<file path="src/rtl/pinmon_pkg.sv">
// Shared types for the pin monitor: detection condition kinds.
package pinmon_pkg;
    typedef enum logic [1:0] {
        EV_RISE = 2'd0,
        EV_FALL = 2'd1,
        EV_HIGH = 2'd2,
        EV_LOW  = 2'd3
    } ev_kind_e;

    localparam int unsigned EV_KINDS = 4;
endpackage

</file>
<file path="src/rtl/pinmon_sync.sv">
// Input synchronizer for a word of pins.
// Assumes: SYNC_ON=1 inserts two flops per pin; SYNC_ON=0 passes pins straight through.
module pinmon_sync #(
    parameter int unsigned NUM_PINS = 32,
    parameter bit          SYNC_ON  = 1'b1
) (
    input  logic                clk,
    input  logic                rst_n,
    input  logic [NUM_PINS-1:0] d_i,
    output logic [NUM_PINS-1:0] q_o
);
    generate
        if (SYNC_ON) begin : g_sync
            logic [NUM_PINS-1:0] meta_q, stab_q;
            // Two-stage capture of the asynchronous pins.
            always_ff @(posedge clk) begin
                if (!rst_n) begin
                    meta_q <= '0;
                    stab_q <= '0;
                end else begin
                    meta_q <= d_i;
                    stab_q <= meta_q;
                end
            end
            assign q_o = stab_q;
        end else begin : g_direct
            logic unused_clk;
            assign unused_clk = clk ^ rst_n;
            assign q_o = d_i;
        end
    endgenerate
endmodule

</file>
<file path="src/rtl/pinmon_filter.sv">
// Per-pin stability filter.
// Assumes: CYCLES >= 2. The held value moves only after the input has shown
// the same level for CYCLES consecutive samples. When en_i is 0 the raw input
// is passed through.
module pinmon_filter #(
    parameter int unsigned CYCLES = 16
) (
    input  logic clk,
    input  logic rst_n,
    input  logic en_i,
    input  logic raw_i,
    output logic val_o
);
    localparam int unsigned CW = (CYCLES > 2) ? $clog2(CYCLES) : 1;
    localparam logic [CW-1:0] CNT_MAX  = CW'(CYCLES - 1);
    localparam logic [CW-1:0] CNT_ARM  = CW'(CYCLES - 2);

    logic          prev_q, held_q;
    logic [CW-1:0] cnt_q;

    // Count consecutive equal samples and commit the level once stable.
    always_ff @(posedge clk) begin
        if (!rst_n) begin
            prev_q <= 1'b0;
            held_q <= 1'b0;
            cnt_q  <= '0;
        end else begin
            prev_q <= raw_i;
            if (raw_i != prev_q) begin
                cnt_q <= '0;
            end else if (cnt_q != CNT_MAX) begin
                cnt_q <= cnt_q + 1'b1;
            end
            if ((raw_i == prev_q) && (cnt_q >= CNT_ARM)) begin
                held_q <= prev_q;
            end
        end
    end

    // Select filtered or bypassed value.
    assign val_o = en_i ? held_q : raw_i;
endmodule

</file>
<file path="src/rtl/pinmon_detect.sv">
// Four-way condition detector with sticky write-1-to-clear state bits.
// Assumes: val_i is already clock-aligned. Edges are taken against the
// previous cycle's value. A set in the same cycle as a clear wins.
module pinmon_detect
    import pinmon_pkg::*;
#(
    parameter int unsigned NUM_PINS = 32
) (
    input  logic                clk,
    input  logic                rst_n,
    input  logic [NUM_PINS-1:0] val_i,
    input  logic [NUM_PINS-1:0] irq_en_i,
    input  logic [NUM_PINS-1:0] rise_en_i,
    input  logic [NUM_PINS-1:0] fall_en_i,
    input  logic [NUM_PINS-1:0] high_en_i,
    input  logic [NUM_PINS-1:0] low_en_i,
    input  logic                clr_we_i,
    input  logic [NUM_PINS-1:0] clr_data_i,
    output logic [NUM_PINS-1:0] state_o
);
    logic [NUM_PINS-1:0] last_q, state_q, hit, clr_mask;
    logic [EV_KINDS-1:0][NUM_PINS-1:0] cond, cond_en;

    // Condition vectors and their enables, indexed by kind.
    always_comb begin
        cond[EV_RISE]    = val_i & ~last_q;
        cond[EV_FALL]    = ~val_i & last_q;
        cond[EV_HIGH]    = val_i;
        cond[EV_LOW]     = ~val_i;
        cond_en[EV_RISE] = rise_en_i;
        cond_en[EV_FALL] = fall_en_i;
        cond_en[EV_HIGH] = high_en_i;
        cond_en[EV_LOW]  = low_en_i;
    end

    // Merge the enabled conditions and gate them with the interrupt enable.
    always_comb begin
        hit = '0;
        for (int k = 0; k < EV_KINDS; k++) begin
            hit = hit | (cond[k] & cond_en[k]);
        end
        hit      = hit & irq_en_i;
        clr_mask = clr_we_i ? clr_data_i : '0;
    end

    // Keep edge history and the sticky state.
    always_ff @(posedge clk) begin
        if (!rst_n) begin
            last_q  <= '0;
            state_q <= '0;
        end else begin
            last_q  <= val_i;
            state_q <= (state_q & ~clr_mask) | hit;
        end
    end

    assign state_o = state_q;
endmodule

</file>
<file path="src/rtl/pinmon_top.sv">
// Pin monitor top: synchronizer, per-pin filters, condition detector.
// Assumes: configuration inputs are held stable by an external register block.
module pinmon_top #(
    parameter int unsigned NUM_PINS    = 32,
    parameter bit          SYNC_ON     = 1'b1,
    parameter int unsigned FILT_CYCLES = 16
) (
    input  logic                clk,
    input  logic                rst_n,
    input  logic [NUM_PINS-1:0] pins_i,
    input  logic [NUM_PINS-1:0] filt_en_i,
    input  logic [NUM_PINS-1:0] irq_en_i,
    input  logic [NUM_PINS-1:0] rise_en_i,
    input  logic [NUM_PINS-1:0] fall_en_i,
    input  logic [NUM_PINS-1:0] high_en_i,
    input  logic [NUM_PINS-1:0] low_en_i,
    input  logic                clr_we_i,
    input  logic [NUM_PINS-1:0] clr_data_i,
    output logic [NUM_PINS-1:0] in_data_o,
    output logic [NUM_PINS-1:0] irq_state_o,
    output logic [NUM_PINS-1:0] irq_o
);
    logic [NUM_PINS-1:0] synced, conditioned;

    pinmon_sync #(.NUM_PINS(NUM_PINS), .SYNC_ON(SYNC_ON)) sync_i (
        .clk   (clk),
        .rst_n (rst_n),
        .d_i   (pins_i),
        .q_o   (synced)
    );

    generate
        for (genvar i = 0; i < NUM_PINS; i++) begin : g_filt
            pinmon_filter #(.CYCLES(FILT_CYCLES)) filt_i (
                .clk   (clk),
                .rst_n (rst_n),
                .en_i  (filt_en_i[i]),
                .raw_i (synced[i]),
                .val_o (conditioned[i])
            );
        end
    endgenerate

    pinmon_detect #(.NUM_PINS(NUM_PINS)) det_i (
        .clk        (clk),
        .rst_n      (rst_n),
        .val_i      (conditioned),
        .irq_en_i   (irq_en_i),
        .rise_en_i  (rise_en_i),
        .fall_en_i  (fall_en_i),
        .high_en_i  (high_en_i),
        .low_en_i   (low_en_i),
        .clr_we_i   (clr_we_i),
        .clr_data_i (clr_data_i),
        .state_o    (irq_state_o)
    );

    // Interrupt lines follow the state bits only where enabled.
    assign in_data_o = conditioned;
    assign irq_o     = irq_state_o & irq_en_i;
endmodule

</file>
<file path="config.mk">
export PLATFORM = sky130hd
export DESIGN_NAME = pinmon_top
export DESIGN_NICKNAME = d
export VERILOG_FILES = /design/src/rtl/pinmon_pkg.sv /design/src/rtl/pinmon_sync.sv /design/src/rtl/pinmon_filter.sv /design/src/rtl/pinmon_detect.sv /design/src/rtl/pinmon_top.sv
export SDC_FILE = /design/constraint.sdc
export NUM_CORES = 1
export LEC_CHECK = 0
export ABC_CLOCK_PERIOD_IN_PS = 1300
export CAP_MARGIN = 20
export CORE_MARGIN = 2
export CORE_UTILIZATION = 35
export CTS_CLUSTER_DIAMETER = 30
export DETAILED_ROUTE_END_ITERATION = 6
export DONT_BUFFER_PORTS = 1
export GPL_ROUTABILITY_DRIVEN = 0
export SLEW_MARGIN = 20
export SYNTH_ARGS = -nofsm -noshare
export SYNTH_HDL_FRONTEND = slang
export SYNTH_SLANG_ARGS = --single-unit
</file>
<file path="constraint.sdc">
create_clock -name clk -period 1.3 [get_ports clk]
set_input_delay 0.39 -clock clk [delete_from_list [all_inputs] [get_ports clk]]
set_output_delay 0.39 -clock clk [all_outputs]
set_load 0.05 [all_outputs]
</file>
After elaboration in Yosys (flattened, before gate mapping):

Cells that the tools add are included.
W data, S select, Z words.

* flip-flop bits (word level): 320
* input port bits: 259
* output and inout port bits: 96
* logic and storage cells: 374

* $add $sub $neg: 32
* order comparisons: 32
* eq/ne operators: 96
* multiplexer cells: 33
* bitwise operators: 17
* reduce and logical (&&, ||, !) cells: 64

Operators by type and width (number)
* $and A32 B32 Y32: 9
* $add A4 B1 Y4 const B: 32
* $ge A4 B4 Y1 const B: 32
* $ne A4 B4 Y1 const B: 32
* $or A32 B32 Y32: 4
* $not A32 Y32: 3
* $reduce_or A2 Y1: 32
* $eq A1 B1 Y1: 32
* $logic_and A1 B1 Y1: 32
* $mux W1: 32
* $mux W32: 1
* $ne A1 B1 Y1: 32
* $not A1 Y1: 1

Logic depth before layout (Yosys ltp):

* word-level depth: 9
* depth in mapped cells: 5
* mapped depth without buffers: 5

By module:

A second synthesis with hierarchy kept.

* cell total of the unflattened synthesis: 1488
* area, all modules: 14674.1 um^2

By module, submodules not included
* pinmon_filter: instances 32, cells each 31, area each 302.8 um^2, sequential area each 120.1 um^2
* pinmon_detect: instances 1, cells each 330, area each 2992.9 um^2, sequential area each 1281.2 um^2
* pinmon_sync: instances 1, cells each 134, area each 1791.7 um^2, sequential area each 1281.2 um^2
* pinmon_top: instances 1, cells each 32, area each 200.2 um^2, sequential area each 0.0 um^2

Least setup slack after synthesis:

OpenSTA, ideal clock, no wires.

* path type: reg2out
* from: register det_i.state_q[0] (netlist: det_i.state_o[0])
* to: output irq_o[0]
* data arrival time: 1127 ps
* required time: 910 ps
* path slack: -217 ps
* cell stages (with the launch flop): 2
* path buffers: 0
* cells stage by stage: dfxtp_1 -> and2_1

* cells in the longest elaborated chain, start to end: 1

Ends and longest elaborated chain
* start: declaration: RTL line pinmon_detect.sv:21 `logic [NUM_PINS-1:0] last_q, state_q, hit, clr_mask;`
* start signal: assignment: RTL line pinmon_detect.sv:53 `state_q <= (state_q & ~clr_mask) | hit;`
* $and A32 B32 Y32: RTL line pinmon_top.sv:60 `assign irq_o = irq_state_o & irq_en_i;`
* end: declaration: RTL line pinmon_top.sv:21 `output logic [NUM_PINS-1:0] irq_o`

No other way between the ends.

Worst setup path in the final report:

* from: register sync_i.g_sync.stab_q[30] (netlist: sync_i.q_o[30])
* to: output in_data_o[30]

* cells in the longest elaborated chain, start to end: 1

Ends and longest elaborated chain
* start: declaration: RTL line pinmon_sync.sv:14 `logic [NUM_PINS-1:0] meta_q, stab_q;`
* start signal: assignment: RTL line pinmon_sync.sv:22 `stab_q <= meta_q;`
* $mux W1: RTL line pinmon_filter.sv:41 `assign val_o = en_i ? held_q : raw_i;`
* end: declaration: RTL line pinmon_top.sv:19 `output logic [NUM_PINS-1:0] in_data_o,`

No other way between the ends.

==> impl_metrics.yaml <==
grt:
  grt_pass1_vias: 12410
  antenna_found_initial: 6
  gr-usage-all-layers: 0.1644
  grt_max_degree: 257
  grt_pass1_wl_mm: 59.20
  grt-ovfl-total: 0
cts:
  htreeDepth: 3
  cts_tree: "built"
  clkSinkCount: 320
  clk_pin_slew_ns: 0.04
  cts_root_buf: "clkbuf_16"
  cts-buffers-inserted: 79
  clk_latency_ns: 0.58
  clockBufferDepth: 3
finish:
  nFillCells: 3447
  fin_cells: 2478
  utilization: 0.5289
  layout-drive-gt1-share: 0.3004
  num-nets-final: 2200
  syn_to_final_growth_pct: 48.28
logic_synthesis:
  synthCells: 1535
  yosysWarnings: 0
  synth-main-ff-cell: "dfxtp_1"
  syn-num-nets: 1858
  ys_types: 27
  async_flop_share: 0
  ys_seq_area_frac: 0.4378
  synth-edff-count: 0
  syn_area_per_cell_um2: 9.532
  synth-seq-cells: 320
  synth_common_cells: "dfxtp_1 (320), nor2_1 (128), nand2_1 (118), and2_1 (98), nand3_1 (96)"
  synth_top_area_frac: 0.4378
  yosys.area.top_type: "dfxtp_1"
  synth_area_leaders: "dfxtp_1 (44%), ha_1 (5.5%), and2_1 (4.2%)"
  syn-cell-area_um2: 14630
  yosysMostFrequentCell: "dfxtp_1"
power_and_ir_drop:
  ir_worst_vdd_mv: 1.093
  power_density_nw_per_um2: 1636
  leakagePower_uw: 0.009101
setup_path:
  startpoint_type: "flip-flop"
  crit_path_end_kind: "output port"
  cp.arrival_ns: 1.37
  required_ns: 0.91
  critPathKind: "reg -> out"
  cp_max_fo: 2
placed_design:
  io_buffers: 0
  placedCellCount: 2096
  hpwl_mm: 22.08
timing:
  setup_violations: 96
  hold_viol_final: 0
  fin_skew_ns: 0.01584
  timing.fmax_mhz: 567.2
  setup_slack_ns: -0.4629
  tightest_slew_ns: 0.7418
  grt_setup_unrepaired: "true"
  min_period_ns: 1.763
  max_slew_margin: 0.5039
  slew_violations: 0
  fin_crit_sh: 1.356
drt:
  drt_wl_total_mm: 37.04
  num_vias: 12200
  wl_per_cell_um: 14.95
  met3_length_mm: 2.372
  wl_met1_mm: 15.43
  ant_nets: 0
  top_layer: "met4"
  drt_iter0_drc: 487
  vias_per_cell: 4.924
  wl_met2_mm: 17.96
  drc: 0
  firstDrtPassIters: 5
floorplanning:
  die_w_um: 208.5
  initial_core_util: 0.3567
  ios: 355
  die_area_um2: 43460
  die_y_um: 208.5
  coreArea_um2: 41020
  num_rows: 74
run_status:
  failed_checks: "negative setup slack"
  status: "finished with violations"
worst_hold_path:
  min_path_type: "in -> reg"
flow_run:
  maxCapViolations: 0
[where the power goes]
group	switching [µW]	leakage (µW)	internal (µW)
sequential	512	0.00267	10400
clock	6150	0.00143	15600
combinational	1410	0.00500	1500
total	8070	0.00910	27400
[layer usage]
metal	track usage	vias to the layer above
met1	0.1830	5622
li1	-	6147
met3	0.05328	86
met5	0	-
met4	0.07566	0
met2	0.2849	346
[cell families after synthesis]
group	synth area share
flip-flops	0.4378
multiplexers	0.03284
buffers and inverters	0.03421
XOR/XNOR	0.03831
adder cells (fa/ha/maj)	0.05473
AND/OR/NAND/NOR	0.2594
AO/OA/AOI/OAI	0.1426
[placed cells by master, fill, tap and decap left out, drive strengths merged, types with 36 or more instances in the layout]
master and n:
dfxtp 320, dlygate4sd3 186, and2 160, buf 136, nor2 128, nand2 128, nand3 96, clkbuf 93
nor3 64, xnor2 64, a211oi 64, o21ai 64, ha 64, inv 36
[cell type report]
class,instances,area (µm²),area share
diodes,5,12.51,0.0005767
clock buffers,93,2110,0.09723
clock inverters,52,858.3,0.03956
inverters,32,120.1,0.005536
multi-input cells,1120,7908,0.3645
flip-flops and latches,320,6574,0.3030
well taps,532,665.6,0.03068
repair buffers,324,3448,0.1589
[state kept, by name (all words and copies together) (netlist names)]
signal,flops
sync_i.q_o,32
sync_i.g_sync.meta_q,32
det_i.last_q,32
det_i.state_o,32
g_filt.filt_i.prev_q,32
g_filt.filt_i.held_q,32
g_filt.filt_i.cnt_q,128
[path summary, 6_finish.rpt]
path / slack (ns) / cells past startpoint / to / startpoint
max: -0.46 / 2 / in_data_o[30] / sync_i.q_o[30]$_SDFF_PN0_
min: 0.02 / 3 / det_i.state_o[0]$_SDFF_PN0_ / clr_we_i
max reg2reg: 0 / 5 / det_i.state_o[6]$_SDFF_PN0_ / sync_i.q_o[6]$_SDFF_PN0_
min reg2reg: 0.47 / 2 / g_filt[6].filt_i.held_q$_SDFFE_PN0P_ / g_filt[6].filt_i.prev_q$_SDFF_PN0_
[per-stage QoR]
stage	power [µW]	worst slack [ns]	hold WS, ns	cell area [µm²]	setup TNS [ns]
2_1_floorplan	12680	0.04286	0.4119	14710	0
3_3_place_gp	13100	0.01335	0.4140	15930	0
3_5_place_dp	13170	-0.004282	0.4169	15930	-0.006445
4_1_cts	35820	-0.4979	-0.08056	21650	-29.72
5_1_grt	36810	-0.5077	0.006718	21690	-31.05
6_report	35490	-0.4629	0.02017	21700	-26.04
[worst max-delay path: stages, from the launching register on]
cell and delay (ns):
dfxtp_4 0.35, mux2_4 0.29, buf_12 0.15
[what timing repair did]
| action | in CTS | in global routing |
|---|---|---|
| pin swaps | 3 | 9 |
| buffers inserted | 37 | 6 |
| resized for setup | 143 | 93 |
| endpoints found under the hold margin | 191 | 20 |
| setup endpoints to repair | 96 | 197 |
| hold buffers | 212 | 3 |
Note: power is estimated with default switching activity, not from simulation.
